$ cat src/rtl/kgen_pkg.sv
package kgen_pkg;
  typedef enum logic [1:0] {PH_IDLE, PH_WARM, PH_RUN} phase_t;
  localparam int unsigned MASK_N = 7;
  localparam int unsigned MASK_AT [MASK_N] = '{1, 2, 4, 10, 31, 43, 56};
endpackage

$ cat src/rtl/kg_lin_reg.sv
module kg_lin_reg #(
  parameter int unsigned W    = 80,
  parameter int unsigned IV_W = 64
) (
  input  logic            clk,
  input  logic            rst,
  input  logic            load,
  input  logic            adv,
  input  logic            inject,
  input  logic [IV_W-1:0] iv_i,
  output logic            head_o,
  output logic [3:0]      taps_o
);
  localparam int unsigned PAD_W = W - IV_W;

  logic [W-1:0] s_q;
  logic         fb;

  assign fb     = s_q[62] ^ s_q[51] ^ s_q[38] ^ s_q[23] ^ s_q[13] ^ s_q[0] ^ inject;
  assign head_o = s_q[0];
  assign taps_o = {s_q[64], s_q[46], s_q[25], s_q[3]};

  always_ff @(posedge clk) begin
    if (rst)       s_q <= '0;
    else if (load) s_q <= {{PAD_W{1'b1}}, iv_i};
    else if (adv)  s_q <= {fb, s_q[W-1:1]};
  end

  AST_PAD_ONES: assert property (@(posedge clk) disable iff (rst)
    load |=> (s_q[W-1:IV_W] == {PAD_W{1'b1}}));
  AST_LIN_SHIFT: assert property (@(posedge clk) disable iff (rst)
    (adv && !load) |=> (s_q[W-2:0] == $past(s_q[W-1:1])));
endmodule

$ cat src/rtl/kg_nl_reg.sv
module kg_nl_reg
  import kgen_pkg::*;
#(
  parameter int unsigned W = 80
) (
  input  logic              clk,
  input  logic              rst,
  input  logic              load,
  input  logic              adv,
  input  logic              inject,
  input  logic              lin_head_i,
  input  logic [W-1:0]      key_i,
  output logic              fltr_tap_o,
  output logic [MASK_N-1:0] mask_o
);
  logic [W-1:0] b_q;
  logic         lin_part, prod_part, fb;

  assign lin_part = b_q[0] ^ b_q[9] ^ b_q[14] ^ b_q[21] ^ b_q[28] ^ b_q[33]
                  ^ b_q[37] ^ b_q[45] ^ b_q[52] ^ b_q[60] ^ b_q[62];
  assign prod_part = (b_q[9] & b_q[15]) ^ (b_q[33] & b_q[37]) ^ (b_q[60] & b_q[63])
                   ^ (b_q[21] & b_q[28] & b_q[33]) ^ (b_q[45] & b_q[52] & b_q[60])
                   ^ (b_q[15] & b_q[21] & b_q[60] & b_q[63])
                   ^ (b_q[33] & b_q[37] & b_q[52] & b_q[60])
                   ^ (b_q[9] & b_q[28] & b_q[45] & b_q[63])
                   ^ (b_q[9] & b_q[15] & b_q[21] & b_q[28] & b_q[33])
                   ^ (b_q[37] & b_q[45] & b_q[52] & b_q[60] & b_q[63])
                   ^ (b_q[21] & b_q[28] & b_q[33] & b_q[37] & b_q[45] & b_q[52]);
  assign fb = lin_head_i ^ lin_part ^ prod_part ^ inject;
  assign fltr_tap_o = b_q[63];

  for (genvar g = 0; g < MASK_N; g++) begin : g_mask
    assign mask_o[g] = b_q[MASK_AT[g]];
  end

  always_ff @(posedge clk) begin
    if (rst)       b_q <= '0;
    else if (load) b_q <= key_i;
    else if (adv)  b_q <= {fb, b_q[W-1:1]};
  end

  AST_KEY_LOAD: assert property (@(posedge clk) disable iff (rst)
    load |=> (b_q == $past(key_i)));
  AST_NL_IDLE_HOLD: assert property (@(posedge clk) disable iff (rst)
    (!load && !adv) |=> $stable(b_q));
endmodule

$ cat src/rtl/kg_filter.sv
module kg_filter
  import kgen_pkg::*;
(
  input  logic [4:0]        x_i,
  input  logic [MASK_N-1:0] mask_i,
  output logic              z_o
);
  logic h;

  always_comb begin
    h = x_i[1] ^ x_i[4]
      ^ (x_i[0] & x_i[3]) ^ (x_i[2] & x_i[3]) ^ (x_i[3] & x_i[4])
      ^ (x_i[0] & x_i[1] & x_i[2]) ^ (x_i[0] & x_i[2] & x_i[3])
      ^ (x_i[0] & x_i[2] & x_i[4]) ^ (x_i[1] & x_i[2] & x_i[4])
      ^ (x_i[2] & x_i[3] & x_i[4]);
    z_o = h ^ (^mask_i);
  end
endmodule

$ cat src/rtl/kstream80_gen.sv
module kstream80_gen
  import kgen_pkg::*;
#(
  parameter int unsigned STATE_W     = 80,
  parameter int unsigned IV_W        = 64,
  parameter int unsigned WARM_CYCLES = 160
) (
  input  logic               clk,
  input  logic               rst,
  input  logic               start_i,
  input  logic [STATE_W-1:0] key_i,
  input  logic [IV_W-1:0]    iv_i,
  input  logic               ready_i,
  output logic               busy_o,
  output logic               valid_o,
  output logic               bit_o
);
  localparam int unsigned CNT_W = $clog2(WARM_CYCLES);
  localparam int unsigned CHK_W = $clog2(WARM_CYCLES + 1);

  phase_t             phase_q;
  logic [CNT_W-1:0]   warm_cnt_q;
  logic               valid_q, busy_q;
  logic               accept, adv, inject, warm_last, z;
  logic               lin_head, nl_tap;
  logic [3:0]         lin_taps;
  logic [MASK_N-1:0]  mask;

  assign accept    = start_i && (phase_q != PH_WARM);
  assign adv       = !accept && ((phase_q == PH_WARM) || ((phase_q == PH_RUN) && ready_i));
  assign inject    = (phase_q == PH_WARM) && z;
  assign warm_last = (warm_cnt_q == CNT_W'(WARM_CYCLES - 1));

  kg_lin_reg #(.W(STATE_W), .IV_W(IV_W)) u_lin (
    .clk(clk), .rst(rst), .load(accept), .adv(adv), .inject(inject),
    .iv_i(iv_i), .head_o(lin_head), .taps_o(lin_taps)
  );

  kg_nl_reg #(.W(STATE_W)) u_nl (
    .clk(clk), .rst(rst), .load(accept), .adv(adv), .inject(inject),
    .lin_head_i(lin_head), .key_i(key_i), .fltr_tap_o(nl_tap), .mask_o(mask)
  );

  kg_filter u_filt (
    .x_i({nl_tap, lin_taps}), .mask_i(mask), .z_o(z)
  );

  always_ff @(posedge clk) begin
    if (rst) begin
      phase_q    <= PH_IDLE;
      warm_cnt_q <= '0;
      valid_q    <= 1'b0;
      busy_q     <= 1'b0;
    end else if (accept) begin
      phase_q    <= PH_WARM;
      warm_cnt_q <= '0;
      valid_q    <= 1'b0;
      busy_q     <= 1'b1;
    end else if (phase_q == PH_WARM) begin
      if (warm_last) begin
        phase_q <= PH_RUN;
        valid_q <= 1'b1;
        busy_q  <= 1'b0;
      end else begin
        warm_cnt_q <= warm_cnt_q + 1'b1;
      end
    end
  end

  assign busy_o  = busy_q;
  assign valid_o = valid_q;
  assign bit_o   = z;

  // Warm-up length checker: counts busy cycles since the last accepted start.
  logic [CHK_W-1:0] chk_busy_q;
  always_ff @(posedge clk) begin
    if (rst || accept)                                   chk_busy_q <= '0;
    else if (busy_o && chk_busy_q != CHK_W'(WARM_CYCLES)) chk_busy_q <= chk_busy_q + 1'b1;
  end

  AST_WARM_SPAN: assert property (@(posedge clk) disable iff (rst)
    $rose(valid_o) |-> (chk_busy_q == CHK_W'(WARM_CYCLES)));
  AST_HOLD_BIT: assert property (@(posedge clk) disable iff (rst)
    (valid_o && !ready_i && !start_i) |=> (valid_o && $stable(bit_o)));
  AST_BUSY_NO_RESTART: assert property (@(posedge clk) disable iff (rst)
    (busy_o && start_i) |=> (busy_o || valid_o));
  AST_RESET_QUIET: assert property (@(posedge clk)
    rst |=> (!valid_o && !busy_o));
endmodule

$ cat config.mk
export PLATFORM = sky130hd
export DESIGN_NAME = kstream80_gen
export DESIGN_NICKNAME = d
export VERILOG_FILES = /design/src/rtl/kgen_pkg.sv /design/src/rtl/kg_lin_reg.sv /design/src/rtl/kg_nl_reg.sv /design/src/rtl/kg_filter.sv /design/src/rtl/kstream80_gen.sv
export SDC_FILE = /design/constraint.sdc
export NUM_CORES = 1
export LEC_CHECK = 0
export BUFFER_PORTS_ARGS = -buffer_cell sky130_fd_sc_hd__buf_2
export CORE_MARGIN = 1.5
export CORE_UTILIZATION = 35
export CTS_CLUSTER_SIZE = 28
export DETAILED_ROUTE_END_ITERATION = 10
export PLACE_DENSITY = 0.6
export RECOVER_POWER = 50
export SYNTH_ARGS = -nofsm -noshare
export SYNTH_HDL_FRONTEND = slang
export SYNTH_SLANG_ARGS = --single-unit
$ cat constraint.sdc
create_clock -name clk -period 4.8 [get_ports clk]
set_input_delay 0.48 -clock clk [delete_from_list [all_inputs] [get_ports clk]]
set_output_delay 0.48 -clock clk [all_outputs]
set_load 0.02 [all_outputs]
==> flow_summary.ini <==
[timing]
report.final.slew_viol_count = 36
report.final.hold_viol_count = 0
achievable-frequency_mhz = 313
period_share_pct = 66.5
fin_worst_skew_ps = 9.56
setup-tns-final_ps = 0
timing_worst_slew_pin_value_ps = 2000
hold-worst-slack_ps = 310
rsz0062_at_grt = false
setup-violations-final = 0
min_period_ps = 3190
worst_case_headroom_to_the_max_slew_limit_pct = -33.7

[floorplan]
floorplan.die.width_microns = 150
fp-row-count = 53
core_box_area_sq_um = 21100
chipHeight_microns = 150
io-pin-count = 151
die-area_sq_um = 22500
start_util_pct = 35.9

[setup_path]
worstRegToRegCells = 5
criticalPathCategory = reg2reg
critical_path_buf_inv_count = 1
rrSetupSlack_ps = 1610
worst_ep_required_time_ps = 5130
cp_top_family = simple AND/OR/NAND/NOR gates
worstPathArrival_ps = 3520
timing.critical_path.cells = nand2b_1 -> and2_0 -> buf_12 -> nand2_1 -> a311oi_1
launch_point_of_the_worst_reg_to_reg_path = valid_o$_SDFFE_PP0P_
worst_setup_path_end_kind = register
slowest_delay_ps = 1490
startpoint_type_of_the_worst_setup_path = register
slowest_stage = sky130_fd_sc_hd__and2_0
maximum_net_fanout_on_the_critical_path = 123
reg2reg_to = u_lin.s_q[37]$_SDFFE_PP0P_

[synth]
synth_common_cells = 292 x sky130_fd_sc_hd__nand2_1, 173 x sky130_fd_sc_hd__nor2_1, 170 x sky130_fd_sc_hd__dfxtp_1, 144 x sky130_fd_sc_hd__a311oi_1, 77 x sky130_fd_sc_hd__clkbuf_1
synth_warnings = 0
yosys.cell_types.count = 36
synthMostInstantiatedCell = sky130_fd_sc_hd__nand2_1
yosys.area.top_type_share_pct = 45.0
synthesis.nets = 1131
ys_seq_area_share_pct = 45.0
postSynthRegisterBits = 170
synthDominantAreaCellType = sky130_fd_sc_hd__dfxtp_1
dominantRegCellSynth = sky130_fd_sc_hd__dfxtp_1
syn-cell-area_sq_um = 7570
synth_edf_count = 0
postSynthCellCount = 982
synth.area.top_cells = sky130_fd_sc_hd__dfxtp_1 45%, sky130_fd_sc_hd__a311oi_1 17%, sky130_fd_sc_hd__nand2_1 14%
synth_area_per_cell_sq_um = 7.71
async_reset_ff_share_pct = 0

[pwr]
p_leak_nw = 3.56
power.density_cell_area_nw_per_um2 = 388
vdd_ir_drop_max_uv = 232

[status]
violations_in_the_final_reports = capacitance limit, slew limit
run_status = finished with violations

[min_path]
hold_class = in2reg
timing.hold.worst_path_depth = 3
worst_hold_path.endpoint = u_lin.s_q[25]$_SDFFE_PP0P_
timing.hold.worst.start = iv_i[25]

[clock_network]
cts_tree = done
clkSlewWorstSetupHoldPaths_ps = 70
cts-root-to-sink-buffers = 2
hold_buffers = 0
post-cts-setup-buffers = 0
post_cts_resize_count = 0
htree_num_levels = 4
numClockSinks = 170
cts_inserted_buffers = 17
clockRootBuffer = sky130_fd_sc_hd__clkbuf_16
clkLatencyLatePin_ps = 420

[place]
placement.io_buffers = 150
dpl-instance-area_sq_um = 8410
gp_routability_congestion = 0.719
dp_hpwl_microns = 11900

[global_route]
grt_use_total_pct = 16.8
antenna_found_initial = 4
wire_length_of_the_first_global_routing_pass_microns = 30500
via_count_of_the_first_global_routing_pass = 6280
grt_overflow_total = 0
grt_max_degree = 144

[drt]
vias_per_cell = 5.06
route.detailed.drc = 0
avgRoutedWirePerCell_microns = 13.8
drt_iter0_drc = 422
detail-route-antenna-nets = 0
detail_route.wirelength_microns = 18800
via_count = 6861
drtPass1Iterations = 5

[flow_run]
timing.max_cap.violations = 1

[layout]
drive_above_1_share_pct = 17.7
filler_cell_count = 2177
layout.nets = 1216
area_delta_synth_final_pct = 18.3
finalInstanceArea_sq_um = 8950
kinds of logic (layout without fill, tap and decap cells):
logic type | Yosys count | count (layout) | synth area share (%)
and+or+nand+nor | 520 | 520 | 27.0
DFF | 170 | 170 | 45.0
AOI/OAI and AO/OA | 162 | 162 | 18.3
buffers and inverters | 92 | 190 | 4.61
xor gates and xnor gates | 32 | 32 | 4.27
muxes | 5 | 5 | 0.678
adders and majority gates | 1 | 1 | 0.165
other | 0 | 2 | 0
flip-flops by register name, indices dropped and copies added, names as in the netlist:
signal and cells:
phase_q 1, u_lin.s_q 80, u_nl.b_q 80, valid_o 1, warm_cnt_q 8
worst register-to-register path, stage by stage (launching register included):
cell	delay [ps]
sky130_fd_sc_hd__dfxtp_1	380
sky130_fd_sc_hd__nand2b_1	190
sky130_fd_sc_hd__and2_0	1490
sky130_fd_sc_hd__buf_12	480
sky130_fd_sc_hd__nand2_1	270
sky130_fd_sc_hd__a311oi_1	290
worst max-delay path by stage:
stage / startpoint / end / slack, ps / cells past startpoint
after global placement: ready_i / u_nl.b_q[23]$_SDFFE_PP0P_ / 2340 / 6
after global routing: valid_o$_SDFFE_PP0P_ / u_lin.s_q[21]$_SDFFE_PP0P_ / 1240 / 5
after CTS: u_lin.s_q[3]$_SDFFE_PP0P_ / bit_o / 2030 / 5
final: valid_o$_SDFFE_PP0P_ / u_lin.s_q[37]$_SDFFE_PP0P_ / 1610 / 5
after detailed placement: ready_i / u_nl.b_q[48]$_SDFFE_PP0P_ / 2270 / 6
after floorplan: u_lin.s_q[3]$_SDFFE_PP0P_ / u_lin.s_q[79]$_SDFFE_PP0P_ / 2760 / 7
per-stage QoR:
stage / std cells / setup WS [ps] / power [mW] / util (%)
5_1_grt: 1355 / 1240 / 3.66 / 42.4
3_3_place_gp: 1323 / 2340 / 2.22 / 39.9
6_report: 1357 / 1610 / 3.47 / 42.5
2_1_floorplan: 982 / 2760 / 2.05 / -
4_1_cts: 1355 / 2030 / 3.52 / 42.5
3_5_place_dp: 1323 / 2270 / 2.22 / 39.9
final cells by class:
class	count	area, sq um	share of cell area (%)
antenna	2	5.00	0.0559
timing repair buffer	157	828	9.25
clock inverter	10	68.8	0.769
multi-input combinational	720	3810	42.6
tap	275	344	3.84
inverter	1	3.75	0.0419
clock buffer	22	484	5.41
sequential	170	3400	38.0
cell usage in the layout, fill, tap and decap left out, drive strengths merged, types with 3 or more instances in the layout:
master    n
a21oi     4
a311oi  144
and2      3
buf     155
clkbuf   24
clkinv   10
dfxtp   170
mux2i     4
nand2   293
nand2b    3
nand3     8
nor2    173
nor3     33
o21ai     4
xnor2    23
xor2      6
metal layers:
layer  vias to the layer above  global-route usage (%)  share of wire [%]  wire length (microns)
li1                       3568                       -                  -                      -
met1                      3152                    23.1                 49                   9220
met2                       123                    25.7                 44                   8340
met3                        14                    5.18                5.5                   1040
met4                         4                    4.12               0.86                    161
met5                         -                       0               0.11                     20
power by group:
part	internal [mW]	leakage (nW)	switching, mW
Clock	0.717	0.280	0.570
Combinational	0.245	1.87	0.315
Sequential	1.54	1.41	0.0833
Power figures use the tool's default switching activity.
